$ cat config.mk
export PLATFORM = sky130hd
export DESIGN_NAME = dly_store_pipe
export DESIGN_NICKNAME = d
export VERILOG_FILES = /design/src/rtl/ps_pkg.sv /design/src/rtl/ps_addr_split.sv /design/src/rtl/ps_tag_check.sv /design/src/rtl/ps_dwb.sv /design/src/rtl/ps_byte_merge.sv /design/src/rtl/dly_store_pipe.sv
export SDC_FILE = /design/constraint.sdc
export NUM_CORES = 1
export LEC_CHECK = 0
export BUFFER_PORTS_ARGS = -buffer_cell sky130_fd_sc_hd__buf_2
export CORE_MARGIN = 2
export CORE_UTILIZATION = 35
export CTS_CLUSTER_DIAMETER = 40
export CTS_CLUSTER_SIZE = 16
export DETAILED_ROUTE_END_ITERATION = 8
export GPL_TIMING_DRIVEN = 1
export PLACE_DENSITY_LB_ADDON = 0.1
export SLEW_MARGIN = 0
export SYNTH_ARGS = -nofsm -noshare
export SYNTH_HDL_FRONTEND = slang
export SYNTH_HIERARCHICAL = 1
export SYNTH_SLANG_ARGS = --single-unit
$ cat constraint.sdc
create_clock -name clk -period 1.9 [get_ports clk]
set_input_delay 0.095 -clock clk [delete_from_list [all_inputs] [get_ports clk]]
set_output_delay 0.095 -clock clk [all_outputs]
set_load 0.005 [all_outputs]
$ cat src/rtl/ps_pkg.sv
package ps_pkg;
  localparam int unsigned PS_ADDR_W = 12;
  localparam int unsigned PS_DATA_W = 32;
  localparam int unsigned PS_IDX_W  = 4;
  localparam int unsigned PS_WORD_W = 2;

  typedef enum logic [1:0] {
    ACT_NONE  = 2'd0,
    ACT_FILL  = 2'd1,
    ACT_DRAIN = 2'd2
  } buf_act_e;
endpackage

$ cat src/rtl/ps_addr_split.sv
module ps_addr_split #(
  parameter int unsigned ADDR_W = 12,
  parameter int unsigned IDX_W  = 4,
  parameter int unsigned WORD_W = 2,
  parameter int unsigned BOFF_W = 2,
  localparam int unsigned TAG_W = ADDR_W - IDX_W - WORD_W - BOFF_W
) (
  input  logic [ADDR_W-1:0] addr,
  output logic [TAG_W-1:0]  tag,
  output logic [IDX_W-1:0]  idx,
  output logic [WORD_W-1:0] word
);
  logic [BOFF_W-1:0] boff_unused;

  assign {tag, idx, word, boff_unused} = addr;
endmodule

$ cat src/rtl/ps_tag_check.sv
module ps_tag_check #(
  parameter int unsigned TAG_W = 4
) (
  input  logic             req_valid,
  input  logic [TAG_W-1:0] req_tag,
  input  logic [TAG_W-1:0] line_tag,
  input  logic             line_valid,
  output logic             hit,
  output logic             miss
);
  logic match;

  assign match = line_valid && (line_tag == req_tag);
  assign hit   = req_valid && match;
  assign miss  = req_valid && !match;
endmodule

$ cat src/rtl/ps_dwb.sv
module ps_dwb
  import ps_pkg::*;
#(
  parameter int unsigned IDX_W  = 4,
  parameter int unsigned WORD_W = 2,
  parameter int unsigned DATA_W = 32,
  localparam int unsigned BE_W  = DATA_W / 8
) (
  input  logic              clk,
  input  logic              rst_n,
  input  buf_act_e          act,
  input  logic [IDX_W-1:0]  in_idx,
  input  logic [WORD_W-1:0] in_word,
  input  logic [DATA_W-1:0] in_data,
  input  logic [BE_W-1:0]   in_be,
  output logic              q_valid,
  output logic [IDX_W-1:0]  q_idx,
  output logic [WORD_W-1:0] q_word,
  output logic [DATA_W-1:0] q_data,
  output logic [BE_W-1:0]   q_be
);
  logic valid_d;
  logic fill_en;

  assign fill_en = (act == ACT_FILL);

  always_comb begin
    valid_d = q_valid;
    case (act)
      ACT_FILL:  valid_d = 1'b1;
      ACT_DRAIN: valid_d = 1'b0;
      default:   valid_d = q_valid;
    endcase
  end

  always_ff @(posedge clk or negedge rst_n) begin
    if (!rst_n) begin
      q_valid <= 1'b0;
    end else begin
      q_valid <= valid_d;
    end
  end

  always_ff @(posedge clk) begin
    if (fill_en) begin
      q_idx  <= in_idx;
      q_word <= in_word;
      q_data <= in_data;
      q_be   <= in_be;
    end
  end
endmodule

$ cat src/rtl/ps_byte_merge.sv
module ps_byte_merge #(
  parameter int unsigned DATA_W = 32,
  localparam int unsigned BE_W  = DATA_W / 8
) (
  input  logic [DATA_W-1:0] base,
  input  logic [DATA_W-1:0] over,
  input  logic [BE_W-1:0]   sel,
  output logic [DATA_W-1:0] result
);
  for (genvar b = 0; b < BE_W; b++) begin : g_lane
    assign result[8*b +: 8] = sel[b] ? over[8*b +: 8] : base[8*b +: 8];
  end
endmodule

$ cat src/rtl/dly_store_pipe.sv
module dly_store_pipe
  import ps_pkg::*;
#(
  parameter int unsigned ADDR_W = PS_ADDR_W,
  parameter int unsigned DATA_W = PS_DATA_W,
  parameter int unsigned IDX_W  = PS_IDX_W,
  parameter int unsigned WORD_W = PS_WORD_W,
  localparam int unsigned BE_W   = DATA_W / 8,
  localparam int unsigned BOFF_W = $clog2(BE_W),
  localparam int unsigned TAG_W  = ADDR_W - IDX_W - WORD_W - BOFF_W
) (
  input  logic              clk,
  input  logic              rst_n,
  input  logic              req_valid,
  input  logic              req_store,
  input  logic [ADDR_W-1:0] req_addr,
  input  logic [DATA_W-1:0] req_wdata,
  input  logic [BE_W-1:0]   req_be,
  output logic [IDX_W-1:0]  tag_rd_idx,
  input  logic [TAG_W-1:0]  tag_rd_tag,
  input  logic              tag_rd_valid,
  output logic [IDX_W-1:0]  data_rd_idx,
  output logic [WORD_W-1:0] data_rd_word,
  input  logic [DATA_W-1:0] data_rd_data,
  output logic              data_wr_en,
  output logic [IDX_W-1:0]  data_wr_idx,
  output logic [WORD_W-1:0] data_wr_word,
  output logic [DATA_W-1:0] data_wr_data,
  output logic [BE_W-1:0]   data_wr_be,
  output logic              hit,
  output logic              miss,
  output logic              stall,
  output logic [DATA_W-1:0] load_data
);
  logic [TAG_W-1:0]  a_tag;
  logic [IDX_W-1:0]  a_idx;
  logic [WORD_W-1:0] a_word;
  logic              store_hit;
  logic              buf_match;
  logic [BE_W-1:0]   merge_sel;
  buf_act_e          act;
  logic              b_valid;
  logic [IDX_W-1:0]  b_idx;
  logic [WORD_W-1:0] b_word;
  logic [DATA_W-1:0] b_data;
  logic [BE_W-1:0]   b_be;

  ps_addr_split #(
    .ADDR_W(ADDR_W), .IDX_W(IDX_W), .WORD_W(WORD_W), .BOFF_W(BOFF_W)
  ) u_split (
    .addr(req_addr), .tag(a_tag), .idx(a_idx), .word(a_word)
  );

  assign tag_rd_idx   = a_idx;
  assign data_rd_idx  = a_idx;
  assign data_rd_word = a_word;

  ps_tag_check #(.TAG_W(TAG_W)) u_tchk (
    .req_valid (req_valid),
    .req_tag   (a_tag),
    .line_tag  (tag_rd_tag),
    .line_valid(tag_rd_valid),
    .hit       (hit),
    .miss      (miss)
  );

  assign stall     = miss;
  assign store_hit = hit && req_store;

  always_comb begin
    act = ACT_NONE;
    if (store_hit) begin
      act = ACT_FILL;
    end else if (miss) begin
      act = ACT_DRAIN;
    end
  end

  ps_dwb #(.IDX_W(IDX_W), .WORD_W(WORD_W), .DATA_W(DATA_W)) u_dwb (
    .clk    (clk),
    .rst_n  (rst_n),
    .act    (act),
    .in_idx (a_idx),
    .in_word(a_word),
    .in_data(req_wdata),
    .in_be  (req_be),
    .q_valid(b_valid),
    .q_idx  (b_idx),
    .q_word (b_word),
    .q_data (b_data),
    .q_be   (b_be)
  );

  assign data_wr_en   = b_valid && (act != ACT_NONE);
  assign data_wr_idx  = b_idx;
  assign data_wr_word = b_word;
  assign data_wr_data = b_data;
  assign data_wr_be   = b_be;

  assign buf_match = b_valid && (b_idx == a_idx) && (b_word == a_word);
  assign merge_sel = buf_match ? b_be : '0;

  ps_byte_merge #(.DATA_W(DATA_W)) u_merge (
    .base  (data_rd_data),
    .over  (b_data),
    .sel   (merge_sel),
    .result(load_data)
  );
endmodule

==> results of run 1 <==
[power by group through the flow]
stage	combinational, µW	sequential [µW]	clock (µW)
final	365	1050	522
after global routing	396	1050	601
after CTS	350	1050	554
after detailed placement	253	1070	0
after global placement	248	1070	0
after floorplan	123	1070	0
[through the flow]
stage	setup TNS (ns)	instance area, µm²	hold WS, ns	utilization
floorplan	0	2176	-0.2006	-
global placement	-0.2633	3093	-0.1281	0.5193
detailed placement	-0.9314	3093	-0.1290	0.5193
CTS	-10.63	3689	0.002326	0.6193
global route	-12.83	3770	0.009017	0.6330
finish	-9.278	3770	0.01793	0.6330
[area by class of cell]
class / instances / area (µm²) / share of cell area
Multi-Input combinational cell: 58 / 742.0 / 0.1968
Timing Repair Buffer: 219 / 1534 / 0.4069
Clock buffer: 6 / 72.57 / 0.01925
Clock inverter: 2 / 7.507 / 0.001991
Inverter: 9 / 33.78 / 0.008961
Tap cell: 75 / 93.84 / 0.02489
Sequential cell: 43 / 1286 / 0.3412
[layer usage]
layer  vias up  global-route usage  wire [µm]
li1        870                   -          -
met1       805              0.1392       1898
met2        94              0.2758       2929
met3         5             0.03478        382
met4         0             0.04918         60
met5         -                   0          0
[logic make-up after synthesis]
family	after synthesis
flops	43
buf+inv	28
simple gates	11
xor+xnor	8
fa+ha+maj	2
mux	32
compound gates	5
[worst max-delay path: stages, from the launching register on]
cell and delay [ns]:
edfxtp_1 0.41, xnor2_1 0.19, o2111ai_1 0.15, buf_4 0.20
nor4_2 0.20, buf_4 0.24, mux2_4 0.33, buf_6 0.12
[repair_timing]
action                     in CTS  in global routing
hold endpoints to repair       37                  0
setup endpoints to repair      32                 32
resized for setup              24                 13
hold buffers                   37                  0
pin swaps                       2                  3
[synth_stat cells]
cell type and number:
a31oi_1 1, edfxtp_1 42, ha_1 2, o21a_1 1
buf_4 15, inv_1 8, nand2b_1 1, nor3_2 1
and2_1 1, o21ai_1 1, xor2_1 4, nor2b_1 1
dfrtp_1 1, xnor2_1 4, and4_1 1, nand2_1 2
mux2_4 32, o2111ai_1 1, inv_2 1, nor4_1 4
buf_6 4, a221o_1 1
[state kept, by name, summed over array words and instances, names as in the netlist]
register	flops
u_dwb/q_valid	1
u_dwb/q_data	32
u_dwb/q_be	4
u_dwb/q_idx	4
u_dwb/q_word	2
[final timing paths]
| check | slack [ns] | end |
|---|---|---|
| worst max-delay path | -0.30 | load_data[17] |
| worst min-delay path | 0.02 | u_dwb/q_word[1] |
| worst max register to register | 1.28 | u_dwb/q_valid |
| worst min register to register | 0.53 | u_dwb/q_valid |
| max in group asynchronous | 1.71 | u_dwb/q_valid |
| min in group asynchronous | 0.11 | u_dwb/q_valid |
==> run summary, run 1 <==
Post-DR wirelength/cell -> 12.79 µm
Largest net degree at the start of global routing -> 24
Status -> complete, but fails checks
Leading cell types in the layout, fill and taps excluded -> buf_2, edfxtp_1, dlygate4sd3_1
Avg Cell Area, Syn -> 16.75 µm²
Comb pwr share -> 0.188
Core Region -> 0.005956 mm²
Largest family of logic cells by synthesized area -> multiplexers
Worst Setup Start Kind -> register
Site Rows -> 28
Max rail drop VDD -> 291.1 µV
Simple-gate share of the synthesized area -> 0.03243
TritonCTS clock tree -> yes
Chip height -> 82.58 µm
Synth area leaders -> edfxtp_1, mux2_4, buf_4
Internal Power -> 1551 µW
Total gr overflow -> 0
Leading area contributor after synthesis -> edfxtp_1
Mapped Area -> 0.002161 mm²
Detailed Route WL -> 5271 µm
Power Density -> 514.3 mW/mm²
Commonest non-fill, non-tap cell in the layout -> buf_2
CTS HTree Levels -> 2
Crit end category -> primary output
Slew HR -> 0.7716
Switching power -> 388.3 µW
Tmin final -> 2.205 ns
Final Max Slew Viols -> 0
Sink Count -> 43
Mapped Cells -> 129
Final Hold Vio Count -> 0
Share of layout cells above drive strength 1 -> 0.6766
ANT cells -> 0
Worst slew pin tran -> 0.3410 ns
DRC viols -> 0
Worst reg2reg path startpoint -> u_dwb/q_valid
Initial antenna violation count -> 0
Clock skew -> 0 ns
Failing checks -> negative setup slack
Hold crit path type -> input pin to register
CP startpoint -> u_dwb/q_idx[3]
Compound-cell area share of the yosys netlist -> 0.01737
Ports -> 177
Port Buffers -> 174
GRT Resource Usage Total -> 0.1396
Iter 0 DRT Violations -> 29
Peak fanout along the critical path -> 8
Crit Path Class -> register to primary output
Sw frac -> 0.2003
DRT Pass-1 Iters -> 4
Final cell count without fillers -> 412
Xor/xnor share of the synthesized area -> 0.03243
Nets@finish -> 427
Min-delay src -> req_addr[3]
Chip width -> 82.58 µm
Register area share after synthesis -> 0.5953
Adder-cell share of the synthesized area -> 0.01158
Starting density of the core -> 0.3628
Clk slew on worst S/H paths -> 0.07 ns
Total CTS buffers -> 5
Hold Path Stages -> 1
Max cap viols -> 0
Final period util -> 1.161
Number of global-route vias before repair -> 1,595
Flops & latches, synth -> 43
Critical path arrival -> 2.11 ns
Syn-to-layout area delta -> 74.46%
Vias per cell -> 4.306
Leak -> 0.001724 µW
Post-synth cell types -> 22
Post-placement setup slack -> -0.04645 ns
RSZ-0062 raised after global routing -> yes
Mapped Nets -> 220
Mux cell area share after synthesis -> 0.2224
Total power -> 1939 µW
Clock power share -> 0.269
Vias -> 1,774
Reg2reg path depth -> 2
GPL Wtd Cong -> 0.6928
Final setup fails -> 32
Reg power frac -> 0.543
# fillers -> 498
Longest Clk Path Bufs -> 2
Share of the synthesized area in the top cell type -> 0.5837
Worst-Skew Late Latency -> 0.28 ns
Clk root buf -> clkbuf_8
First-pass GRT wire length -> 6996 µm
Max Fclk -> 0.4535 GHz
DIE AREA -> 0.006819 mm²
Hpwl dp -> 3935 µm
Antenna-violating nets left -> 0
Post-CTS Setup Bufs -> 0
Req. time, crit path -> 1.80 ns
Number of synthesis warnings -> 6
Inst Count DP -> 367
Final WS setup -> -0.3050 ns
No activity file was read; power rests on OpenSTA's default activity.
==> inputs of run 2 (changes only) <==
--- a/config.mk
+++ b/config.mk
@@ -12,7 +12,7 @@
 export CTS_CLUSTER_SIZE = 16
 export DETAILED_ROUTE_END_ITERATION = 8
 export GPL_TIMING_DRIVEN = 1
-export PLACE_DENSITY_LB_ADDON = 0.1
+export PLACE_DENSITY = 0.77
 export SLEW_MARGIN = 0
 export SYNTH_ARGS = -nofsm -noshare
 export SYNTH_HDL_FRONTEND = slang
==> run summary, run 2 (same netlist as run 1, synthesis figures left out) <==
Hpwl dp -> 4189 µm
Tmin final -> 2.162 ns
ANT cells -> 0
Worst-Skew Late Latency -> 0.28 ns
Critical R2R Capture -> u_dwb/q_valid
Leak -> 0.001733 µW
Util after Layout -> 0.6361
Vias per cell -> 4.391
Port Buffers -> 174
DRT Pass-1 Iters -> 4
Commonest non-fill, non-tap cell in the layout -> buf_2
Detailed Route WL -> 5832 µm
GPL Wtd Cong -> 0.6901
Core Region -> 0.005956 mm²
Max reg flops -> 32
Multi-input gate area -> 750.7 µm²
Post-DR wirelength/cell -> 14.09 µm
R2R setup slack -> 1.27 ns
Clk slew on worst S/H paths -> 0.08 ns
Antenna-violating nets left -> 0
Clk root buf -> clkbuf_8
Final Max Slew Viols -> 0
Share of layout cells above drive strength 1 -> 0.6814
Initial antenna violation count -> 0
Clock skew -> 0 ns
Max Fclk -> 0.4626 GHz
Leading cell types in the layout, fill and taps excluded -> buf_2, edfxtp_1, dlygate4sd3_1
Reg2reg path depth -> 2
Sink Count -> 43
Final period util -> 1.138
Failing checks -> negative setup slack
RSZ-0062 raised after global routing -> yes
Ports -> 177
DIE AREA -> 0.006819 mm²
CTS HTree Levels -> 2
Total gr overflow -> 0
Final Hold Vio Count -> 0
Max rail drop VDD -> 277.4 µV
# fillers -> 465
GRT Resource Usage Total -> 0.1467
Worst slew pin tran -> 0.3349 ns
Final setup TNS -> -7.512 ns
Status -> complete, but fails checks
Syn-to-layout area delta -> 75.33%
Max cap viols -> 0
DRC viols -> 0
First-pass GRT wire length -> 7541 µm
Peak fanout along the critical path -> 8
Req. time, crit path -> 1.80 ns
Largest net degree at the start of global routing -> 26
Largest regs -> u_dwb/q_data (32), u_dwb/q_be (4), u_dwb/q_idx (4)
Final setup fails -> 32
Number of global-route vias before repair -> 1,663
Storage cell area -> 0.001286 mm²
Biggest register -> u_dwb/q_data
Crit end category -> primary output
Hold crit path type -> input pin to register
Worst Setup Start Kind -> register
TritonCTS clock tree -> yes
Site Rows -> 28
Vias -> 1,818
Min Hold Slack -> 0.02564 ns
Iter 0 DRT Violations -> 51
Final Cell Area -> 0.003789 mm²
Nets@finish -> 429
Chip width -> 82.58 µm
Total CTS buffers -> 5
Starting density of the core -> 0.3628
Total power -> 1958 µW
CP startpoint -> u_dwb/q_idx[2]
Min-delay src -> req_addr[3]
Chip height -> 82.58 µm
Final WS setup -> -0.2616 ns
Critical path arrival -> 2.07 ns
Post-DP Area -> 0.003100 mm²
Power Density -> 516.9 mW/mm²
Crit Path Class -> register to primary output
Worst setup endpoint -> load_data[15]
Worst reg2reg path startpoint -> u_dwb/q_valid
Slew HR -> 0.7762
Longest Clk Path Bufs -> 2
## run 2: cell count changes in the layout (fill, tap and decap cells not counted)
cell / delta
buf_2: +2
buf_4: +1
buf_6: -1
clkbuf_1: -1
clkinvlp_4: +1
nor4_2: -1
nor4_4: +1
## run 2: where the power goes
| group | switching (µW) | internal, µW |
|---|---|---|
| sequential | 5.23 | 1050 |
| combinational | 117 | 250 |
| clock | 288 | 249 |
## run 2: per-layer routing
metal	track usage	up-vias	routed length, µm
met5	0	-	0
met4	0.05082	0	60
met3	0.02283	4	463
met2	0.2944	99	3224
met1	0.1515	842	2084
li1	-	873	-
## run 2: area by class of cell
cell class | instances | share of cell area
clock buffer | 5 | 0.01816
clock inverter | 3 | 0.003963
inverter | 9 | 0.008917
multi-input combinational | 58 | 0.1982
sequential | 43 | 0.3395
tap | 75 | 0.02477
timing repair buffer | 221 | 0.4065
## run 2: worst min-delay path by stage
stage | end | slack, ns | cells after the start
5_1_grt | u_dwb/q_word[1] | 0.02 | 1
3_3_place_gp | u_dwb/q_valid | -0.13 | 1
2_1_floorplan | u_dwb/q_valid | -0.20 | 0
6_report | u_dwb/q_word[1] | 0.03 | 1
4_1_cts | u_dwb/q_word[0] | 0.02 | 1
3_5_place_dp | u_dwb/q_valid | -0.13 | 1
## run 2: worst max-delay path, stage by stage, from the launching register on
cell and delay [ns]:
edfxtp_1 0.40, xor2_1 0.15, a221o_2 0.39, nor4_2 0.15, buf_4 0.24, mux2_4 0.32, buf_6 0.12
## run 2: timing repair
| item | in CTS | in global routing |
|---|---|---|
| hold buffers | 37 | 0 |
| hold endpoints to repair | 37 | 0 |
| setup buffers | 1 | 0 |
| endpoints found under the setup margin | 32 | 32 |
| pin swaps | 4 | 2 |
| resized for setup | 26 | 11 |
## run 2: through the flow
| step | setup slack (ns) | instances |
|---|---|---|
| finish | -0.2616 | 414 |
| global route | -0.4101 | 414 |
| CTS | -0.2796 | 414 |
| floorplan | 0.05299 | 129 |
| detailed placement | -0.03413 | 368 |
| global placement | -0.02845 | 368 |
